$ cat config.mk
export PLATFORM = sky130hd
export DESIGN_NAME = ras_err_record
export DESIGN_NICKNAME = d
export VERILOG_FILES = /design/src/rtl/ras_rec_pkg.sv /design/src/rtl/ras_acc_decode.sv /design/src/rtl/ras_rec_core.sv /design/src/rtl/ras_rd_port.sv /design/src/rtl/ras_err_record.sv
export SDC_FILE = /design/constraint.sdc
export NUM_CORES = 1
export LEC_CHECK = 0
export CAP_MARGIN = 20
export CORE_UTILIZATION = 28
export DETAILED_ROUTE_END_ITERATION = 10
export HOLD_SLACK_MARGIN = 0.03
export PLACE_DENSITY = 0.93
export RECOVER_POWER = 50
export SLEW_MARGIN = 0
export SYNTH_ARGS = -nofsm -noshare
export SYNTH_HDL_FRONTEND = slang
export SYNTH_SLANG_ARGS = --single-unit
$ cat constraint.sdc
create_clock -name clk -period 1.5 [get_ports clk]
set_input_delay 0.15 -clock clk [delete_from_list [all_inputs] [get_ports clk]]
set_output_delay 0.15 -clock clk [all_outputs]
set_load 0.02 [all_outputs]
$ cat src/rtl/ras_rec_pkg.sv
package ras_rec_pkg;

  // Field positions the reader decodes
  localparam int POS_VALID = 30;
  localparam int POS_OVF   = 27;
  localparam int POS_CE_LO = 24;
  localparam int POS_SRC   = 8;
  localparam int POS_SYN   = 0;

  localparam logic [1:0] CE_NONE = 2'b00;
  localparam logic [1:0] CE_REC  = 2'b10;
  localparam logic [1:0] CE_ACK  = 2'b11;

  localparam logic [7:0] SYN_NONE = 8'h00;
  localparam logic [7:0] SYN_TAG  = 8'h07;
  localparam logic [7:0] SYN_DATA = 8'h08;

  typedef struct packed {
    logic       valid;
    logic       ovf;
    logic [1:0] ce;
    logic [7:0] src;
    logic [7:0] syn;
  } rec_t;

  function automatic logic [31:0] pack_rec(input rec_t r);
    logic [31:0] w;
    w = '0;
    w[POS_VALID]            = r.valid;
    w[POS_OVF]              = r.ovf;
    w[POS_CE_LO +: 2]       = r.ce;
    w[POS_SRC +: 8]         = r.src;
    w[POS_SYN +: 8]         = r.syn;
    return w;
  endfunction

endpackage

$ cat src/rtl/ras_acc_decode.sv
module ras_acc_decode #(
  parameter int              ADDR_W  = 16,
  parameter logic [ADDR_W-1:0] REG_OFS = 16'h8E90
) (
  input  logic              wr_en,
  input  logic              rd_en,
  input  logic [ADDR_W-1:0] addr,
  output logic              wr_hit,
  output logic              rd_hit
);
  logic match;
  always_comb begin
    match  = (addr == REG_OFS);
    wr_hit = wr_en & match;
    rd_hit = rd_en & match;
  end
endmodule

$ cat src/rtl/ras_rec_core.sv
module ras_rec_core
  import ras_rec_pkg::*;
#(
  parameter int SRC_W = 3
) (
  input  logic             clk,
  input  logic             rst,
  input  logic             wr_hit,
  input  logic             w_valid,
  input  logic             w_ovf,
  input  logic [1:0]       w_ce,
  input  logic             err_valid,
  input  logic [SRC_W-1:0] err_src,
  input  logic             err_kind,
  output rec_t             rec
);
  localparam int SRC_PAD = 8 - SRC_W;

  logic clr_ovf, clr_ce, clr_valid;
  logic [7:0] new_syn, new_src;

  always_comb begin
    clr_ovf   = wr_hit & w_ovf;
    clr_ce    = wr_hit & (w_ce == CE_ACK) & (~rec.ovf | clr_ovf);
    clr_valid = wr_hit & w_valid & ((rec.ce == CE_NONE) | clr_ce);
    new_syn   = err_kind ? SYN_DATA : SYN_TAG;
    new_src   = {{SRC_PAD{1'b0}}, err_src};
  end

  always_ff @(posedge clk) begin
    if (rst) begin
      rec <= '0;
    end else if (err_valid && (!rec.valid || clr_valid)) begin
      rec.valid <= 1'b1;
      rec.ovf   <= 1'b0;
      rec.ce    <= CE_REC;
      rec.src   <= new_src;
      rec.syn   <= new_syn;
    end else begin
      if (err_valid)      rec.ovf <= 1'b1;
      else if (clr_ovf)   rec.ovf <= 1'b0;
      if (clr_ce)         rec.ce  <= CE_NONE;
      if (clr_valid) begin
        rec.valid <= 1'b0;
        rec.src   <= SYN_NONE;
        rec.syn   <= SYN_NONE;
      end
    end
  end

  // a corrected-error field is only ever held together with valid
  p_ce_implies_valid_r3: assert property (@(posedge clk) disable iff (rst)
    (rec.ce != CE_NONE) |-> rec.valid);

  // an empty record carries no syndrome
  p_empty_no_syn_r8: assert property (@(posedge clk) disable iff (rst)
    !rec.valid |-> (rec.syn == SYN_NONE && rec.src == 8'h00));

  // a report on a held record raises overflow
  p_second_err_ovf_r4: assert property (@(posedge clk) disable iff (rst)
    (err_valid && rec.valid && !(wr_hit && w_valid)) |=> rec.ovf);

  // valid clear blocked while CE remains
  p_valid_interlock_r7: assert property (@(posedge clk) disable iff (rst)
    (wr_hit && w_valid && rec.ce != CE_NONE && w_ce != CE_ACK) |=> rec.valid);

  // CE clear blocked while overflow remains
  p_ce_interlock_r6: assert property (@(posedge clk) disable iff (rst)
    (wr_hit && w_ce == CE_ACK && rec.ovf && !w_ovf && rec.ce != CE_NONE)
      |=> (rec.ce != CE_NONE));

  // syndrome holds unless a report arrives or valid is written
  p_syn_hold_r9: assert property (@(posedge clk) disable iff (rst)
    (!err_valid && !(wr_hit && w_valid)) |=> ($stable(rec.syn) && $stable(rec.src)));
endmodule

$ cat src/rtl/ras_rd_port.sv
module ras_rd_port
  import ras_rec_pkg::*;
#(
  parameter int DATA_W = 32
) (
  input  logic              clk,
  input  logic              rst,
  input  logic              rd_hit,
  input  rec_t              rec,
  output logic [DATA_W-1:0] rdata
);
  always_ff @(posedge clk) begin
    if (rst)         rdata <= '0;
    else if (rd_hit) rdata <= pack_rec(rec);
    else             rdata <= '0;
  end

  // reserved bits never read as 1
  p_reserved_zero_r2: assert property (@(posedge clk) disable iff (rst)
    (rdata[31] == 1'b0 && rdata[29:28] == 2'b00 && rdata[26] == 1'b0 && rdata[23:16] == 8'h00));

  // a cycle without a hit returns zero next cycle
  p_miss_reads_zero_r11: assert property (@(posedge clk) disable iff (rst)
    !rd_hit |=> (rdata == '0));
endmodule

$ cat src/rtl/ras_err_record.sv
module ras_err_record
  import ras_rec_pkg::*;
#(
  parameter int                ADDR_W  = 16,
  parameter logic [ADDR_W-1:0] REG_OFS = 16'h8E90,
  parameter int                SRC_W   = 3
) (
  input  logic              clk,
  input  logic              rst,
  input  logic              wr_en,
  input  logic              rd_en,
  input  logic [ADDR_W-1:0] addr,
  input  logic [31:0]       wdata,
  output logic [31:0]       rdata,
  input  logic              err_valid,
  input  logic [SRC_W-1:0]  err_src,
  input  logic              err_kind
);
  logic wr_hit, rd_hit;
  rec_t rec;
  logic unused_wbits;

  assign unused_wbits = ^{wdata[31], wdata[29:28], wdata[26], wdata[23:0]};

  ras_acc_decode #(.ADDR_W(ADDR_W), .REG_OFS(REG_OFS)) u_dec (
    .wr_en (wr_en),
    .rd_en (rd_en),
    .addr  (addr),
    .wr_hit(wr_hit),
    .rd_hit(rd_hit)
  );

  ras_rec_core #(.SRC_W(SRC_W)) u_core (
    .clk      (clk),
    .rst      (rst),
    .wr_hit   (wr_hit),
    .w_valid  (wdata[POS_VALID]),
    .w_ovf    (wdata[POS_OVF]),
    .w_ce     (wdata[POS_CE_LO +: 2]),
    .err_valid(err_valid),
    .err_src  (err_src),
    .err_kind (err_kind),
    .rec      (rec)
  );

  ras_rd_port #(.DATA_W(32)) u_rd (
    .clk   (clk),
    .rst   (rst),
    .rd_hit(rd_hit),
    .rec   (rec),
    .rdata (rdata)
  );
endmodule

=== After elaboration in Yosys (flattened, before gate mapping) ===
Index checks and enable logic that the tools add are counted.

* Output and inout port bits: 32
* Flip-flop bits (word level): 40
* Logic and storage cells: 36
* Input bits: 57

* Bitwise gates (word level): 11
* Eq/ne operators: 2
* Multiplexer cells: 7
* Reduce and logical (&&, ||, !) cells: 9

{| class="wikitable"
|+ Operator list
! kind !! number
|-
| $mux 20 || 1
|-
| $eq 16x16->1 const B || 1
|-
| $mux 11 || 1
|-
| $and 1x1->1 || 7
|-
| $reduce_bool 2->1 || 3
|-
| $mux 4 || 1
|-
| $reduce_or 2->1 || 2
|-
| $mux 1 || 3
|-
| $eq 2x2->1 const B || 1
|-
| $logic_not 2->1 || 1
|-
| $mux 2 || 1
|-
| $not 1->1 || 2
|-
| $or 1x1->1 || 2
|-
| $logic_and 1x1->1 || 1
|-
| $logic_not 1->1 || 1
|-
| $logic_or 1x1->1 || 1
|}

=== Longest topological paths before layout ===
* Depth after elaboration: 10
* Gate-level depth with buffers: 5
* Depth with buffers taken out: 4

=== Modules after synthesis ===
From an unflattened synthesis, not the netlist that was laid out.

* Cells, all modules: 124
* Area total of the unflattened synthesis: 1,237.4 um2

{| class="wikitable"
|+ By module, submodules not included
! module !! sequential area each (um2) !! area an instance (um2) !! cells an instance !! times used
|-
| ras_rd_port || 400.4 || 701.9 || 57 || 1
|-
| ras_rec_core || 160.2 || 459.2 || 58 || 1
|-
| ras_acc_decode || 0.0 || 76.3 || 9 || 1
|}

=== Worst setup path after synthesis ===
No wires, ideal clock.

* Kind: in2reg
* Start point: input port addr[2]
* End point: register u_core.rec[10] (netlist name)
* Cell stages on the path: 4
* Setup time: 0.147 ns
* Setup slack: 0.141 ns
* Required time: 1.353 ns
* Arrival time: 1.212 ns
* Buffers on the path: 0
* Cells stage by stage: nor4b_2 -> nand4_2 -> o31ai_1 -> o32ai_1

* Longest elaborated chain between the ends: 10
* Elaborated cells between the ends (all ways): 13
* Classes of those cells: 1 x eq/ne; 1 x mux; 8 x bitwise; 3 x reduce/logical

{| class="wikitable"
|+ RTL lines
! element !! line !! text
|-
| from (decl) || ras_err_record.sv:12 || <nowiki>input logic [ADDR_W-1:0] addr,</nowiki>
|-
| $eq 16x16->1 * || ras_acc_decode.sv:13 || <nowiki>match = (addr == REG_OFS);</nowiki>
|-
| $and 1x1->1 * || ras_acc_decode.sv:14 || <nowiki>wr_hit = wr_en & match;</nowiki>
|-
| $and 1x1->1 || ras_rec_core.sv:23 || <nowiki>clr_ovf = wr_hit & w_ovf;</nowiki>
|-
| $or 1x1->1 || ras_rec_core.sv:24 || <nowiki>clr_ce = wr_hit & (w_ce == CE_ACK) & (~rec.ovf | clr_ovf);</nowiki>
|-
| $and 1x1->1 || ras_rec_core.sv:24 ||
|-
| $or 1x1->1 || ras_rec_core.sv:25 || <nowiki>clr_valid = wr_hit & w_valid & ((rec.ce == CE_NONE) | clr_ce);</nowiki>
|-
| $and 1x1->1 * || ras_rec_core.sv:25 ||
|-
| $logic_or 1x1->1 || ras_rec_core.sv:33 || <nowiki>end else if (err_valid && (!rec.valid || clr_valid)) begin</nowiki>
|-
| $logic_and 1x1->1 || ras_rec_core.sv:33 ||
|-
| $mux 20 or $reduce_bool 2->1 (tied branches) || - ||
|}

Mark *: on every way between the ends. The rest lies on a longest branch, timed or not.
A chain may end at the register's enable or synchronous reset.

=== Worst setup path in the final report ===
* Start point: input port wdata[27]
* End point: register u_core.rec[3] (netlist name)

* Longest elaborated chain between the ends: 8
* Elaborated cells between the ends (all ways): 9
* Classes of those cells: 1 x mux; 5 x bitwise; 3 x reduce/logical

{| class="wikitable"
|+ RTL lines
! element !! line !! text
|-
| from (decl) || ras_err_record.sv:13 || <nowiki>input logic [31:0] wdata,</nowiki>
|-
| $and 1x1->1 * || ras_rec_core.sv:23 ||
|-
| $or 1x1->1 * || ras_rec_core.sv:24 ||
|-
| $and 1x1->1 * || ras_rec_core.sv:24 ||
|-
| $or 1x1->1 * || ras_rec_core.sv:25 ||
|-
| $and 1x1->1 * || ras_rec_core.sv:25 ||
|-
| $logic_or 1x1->1 || ras_rec_core.sv:33 ||
|-
| $logic_and 1x1->1 || ras_rec_core.sv:33 ||
|-
| $mux 20 or $reduce_bool 2->1 (tied branches) || - ||
|}

Marks and branches as above.

==> implementation parameters <==
Parameter                              Value

Floorplan
  Die outline width ... 56.10 µm
  Total I/O pin count ... 89
  Starting Density ... 29.72%
  Core area ... 2758 µm²
  Vertical extent of the die ... 56.10 µm
  Placement Rows ... 19
  Area enclosed by the die boundary ... 3147 µm²

Power and ir drop
  Internal power contribution ... 0.6791 mW
  IR Drop Worst-Case VDD ... 0.0005910 V
  Combinational share of power ... 21.4%
  Net Sw Power ... 0.2511 mW
  Overall power of the completed layout ... 0.9301 mW
  Ratio of total power to cell area ... 705.3 nW/µm²
  Leak pwr ... 0.6719 nW
  Part of the total power dissipated in sequential elements ... 48.2%
  Part of the power in the clock network ... 30.3%
  Switching share of power ... 26.99%

Drt
  Via/cell ratio ... 4.521
  DRC violation count after routing ... 0
  DRT Pass-1 Iters ... 4
  Drt total wl ... 1790 µm
  Number of DRC markers after the initial detailed-route iteration ... 4
  Total number of vias ... 737
  Count of nets left with antenna violations after detail routing ... 0
  Detailed-route wire length per cell ... 10.98 µm

Finish
  Area of all placed cells without fillers ... 1319 µm²
  Fraction of the core area covered by cells at the end of the flow ... 47.82%
  Inserted Diodes ... 0
  Area growth, synth to finish ... 60.92%
  Most used cells in the layout excluding fill and tap cells ... sky130_fd_sc_hd__conb_1, sky130_fd_sc_hd__clkdlybuf4s50_1, sky130_fd_sc_hd__dlymetal6s2s_1, sky130_fd_sc_hd__dfxtp_1, sky130_fd_sc_hd__inv_1
  Fraction of final layout cells sized beyond drive strength 1 ... 14.39%
  Number of nets in the layout ... 190
  Final Instance Count excl. Fillers ... 163

Critical path
  Critical path peak fanout ... 6
  Critical path required time ... 1700 ps
  Arr. time, crit path ... 1610 ps
  Crit Path Class ... input pin to flop
  Kind of start point of the critical path ... input pin
  Reg-to-reg setup timing slack ... 90 ps
  Capturing element type of the critical path ... flop

Timing
  Finish-stage setup viols ... 0
  Shortest period the worst path allows ... 1413 ps
  Max-slew violation count ... 0
  Final worst hold slack ... 443.1 ps
  Final worst path period share ... 94.20%
  Fin. Hold Viols ... 0
  Setup repair after global routing missed its margin ... false
  Setup_tns ... 0 ps
  Post-layout worst setup margin ... 86.98 ps
  Clk_skew ... 0.7223 ps
  Achievable frequency ... 707.7 MHz

Placement
  DP Wirelength ... 1260 µm
  Gpl congestion ... 0.8041
  IO Port Bufs ... 38
  Placed Area ... 1171 µm²
  Place WS ... -357.0 ps
  Number of placed instances with taps included ... 158

Global routing
  Global-route track usage on met3 ... 1.860%
  Met1 GRT Util ... 9.272%
  Grt ovf ... 0
  Most heavily used metal layer in global routing ... met2
  Global Route Usage Sum ... 9.554%
  Vias in the first global route ... 605
  Global-route wire length before repair ... 2359 µm
  Largest net degree at the start of global routing ... 10
  Number of antenna violations at the first check in global routing ... 0
  GR met2 Demand/Resource ... 17.69%

Synthesis
  Largest cells by area after synthesis ... sky130_fd_sc_hd__dfxtp_1, sky130_fd_sc_hd__buf_4, sky130_fd_sc_hd__and2_1
  Number of different library cells in the post-synthesis netlist ... 23
  Synth top area share ... 39.08%
  Flip-flop and latch count after synthesis ... 16
  Cell taking the most area after synthesis ... sky130_fd_sc_hd__dfxtp_1
  Yosys warnings ... 0
  Post-synthesis sequential area ratio ... 39.08%
  Cell Area, Synth ... 819.5 µm²
  Syn avg cell area ... 9.313 µm²
  Gate count of the mapped netlist ... 88

Clocking
  Clock transition at the register clock pins on the worst setup and hold paths after CTS ... 90 ps
  TritonCTS clock tree ... built
  Number of CTS-inserted buffers ... 3
  Deepest level of the CTS H-tree ... 1
  Max Root-Sink Buffers ... 2
  Insertion delay of the later-clocked pin in the worst-skew pair ... 290 ps
  Clock tree root driver cell ... sky130_fd_sc_hd__clkbuf_4
  Sink count of the clock tree ... 16

Run status
  Outcome ... finished, final reports clean

Flow run
  Maxcap violations ... 0

Min path
  Min-delay worst type ... input pin to flop
## critical path: stages
cell                              delay, ps
sky130_fd_sc_hd__clkdlybuf4s50_1        470
sky130_fd_sc_hd__nand2b_1               120
sky130_fd_sc_hd__a31oi_1                150
sky130_fd_sc_hd__o32a_4                 430
sky130_fd_sc_hd__o32ai_2                290
## power by group through the flow
stage	Combinational (mW)	Clock [mW]	Sequential, mW
floorplan	0.133	0	0.454
global placement	0.178	0	0.456
detailed placement	0.182	0	0.457
CTS	0.182	0.287	0.447
global route	0.212	0.303	0.450
finish	0.199	0.282	0.449
## layout make-up
class / count / area [µm²]
timing repair buffer: 44 / 455.4
inverter: 12 / 45.04
fill: 252 / 1439
sequential: 16 / 320.3
tap: 31 / 38.79
multi-input combinational: 56 / 422.9
clock buffer: 4 / 36.28
## Yosys cell counts, drive strengths merged
master / count
o32ai: 5
a31oi: 1
o2111ai: 1
o21a: 1
nand2: 2
nand3: 1
o21ai: 1
and2: 8
and4bb: 2
nor3b: 1
conb: 1
nand4: 2
buf: 24
o31ai: 3
dfxtp: 16
a21oi: 1
nand2b: 1
nor4b: 2
inv: 12
o211ai: 1
clkbuf: 1
o32a: 1
## logic make-up (layout without fill, tap and decap cells)
family / count (synthesis) / after routing / share of synthesized area (%)
compound gates: 15 / 15 / 14.20
buf+inv: 37 / 60 / 27.94
flops: 16 / 16 / 39.08
other cells: 1 / 22 / 0.4576
simple gates: 19 / 19 / 18.32
## timing repair
item | in CTS | in global routing
hold buffers | 0 | 0
pin swaps | 1 | 7
gates resized for setup | 0 | 30
setup buffers | 0 | 1
endpoints found under the setup margin | 5 | 15
cloned | 0 | 0
## state kept, by name, indices dropped and copies added, names as in the netlist
register / flops
u_rd.rdata: 8
u_core.rec: 8
## final timing paths
kind	cells after the start	startpoint	end
hold / removal	5	addr[12]	u_core.rec[2]
hold reg to reg	1	u_core.rec[8]	u_rd.rdata[8]
setup reg to reg	6	u_core.rec[18]	u_core.rec[3]
setup / recovery	5	wdata[27]	u_core.rec[3]
## layer usage
layer	vias up	routed length (µm)
li1	342	-
met1	347	697
met2	43	912
met3	5	126
met4	0	53
met5	-	0
Note: power is estimated with default switching activity, not from simulation.
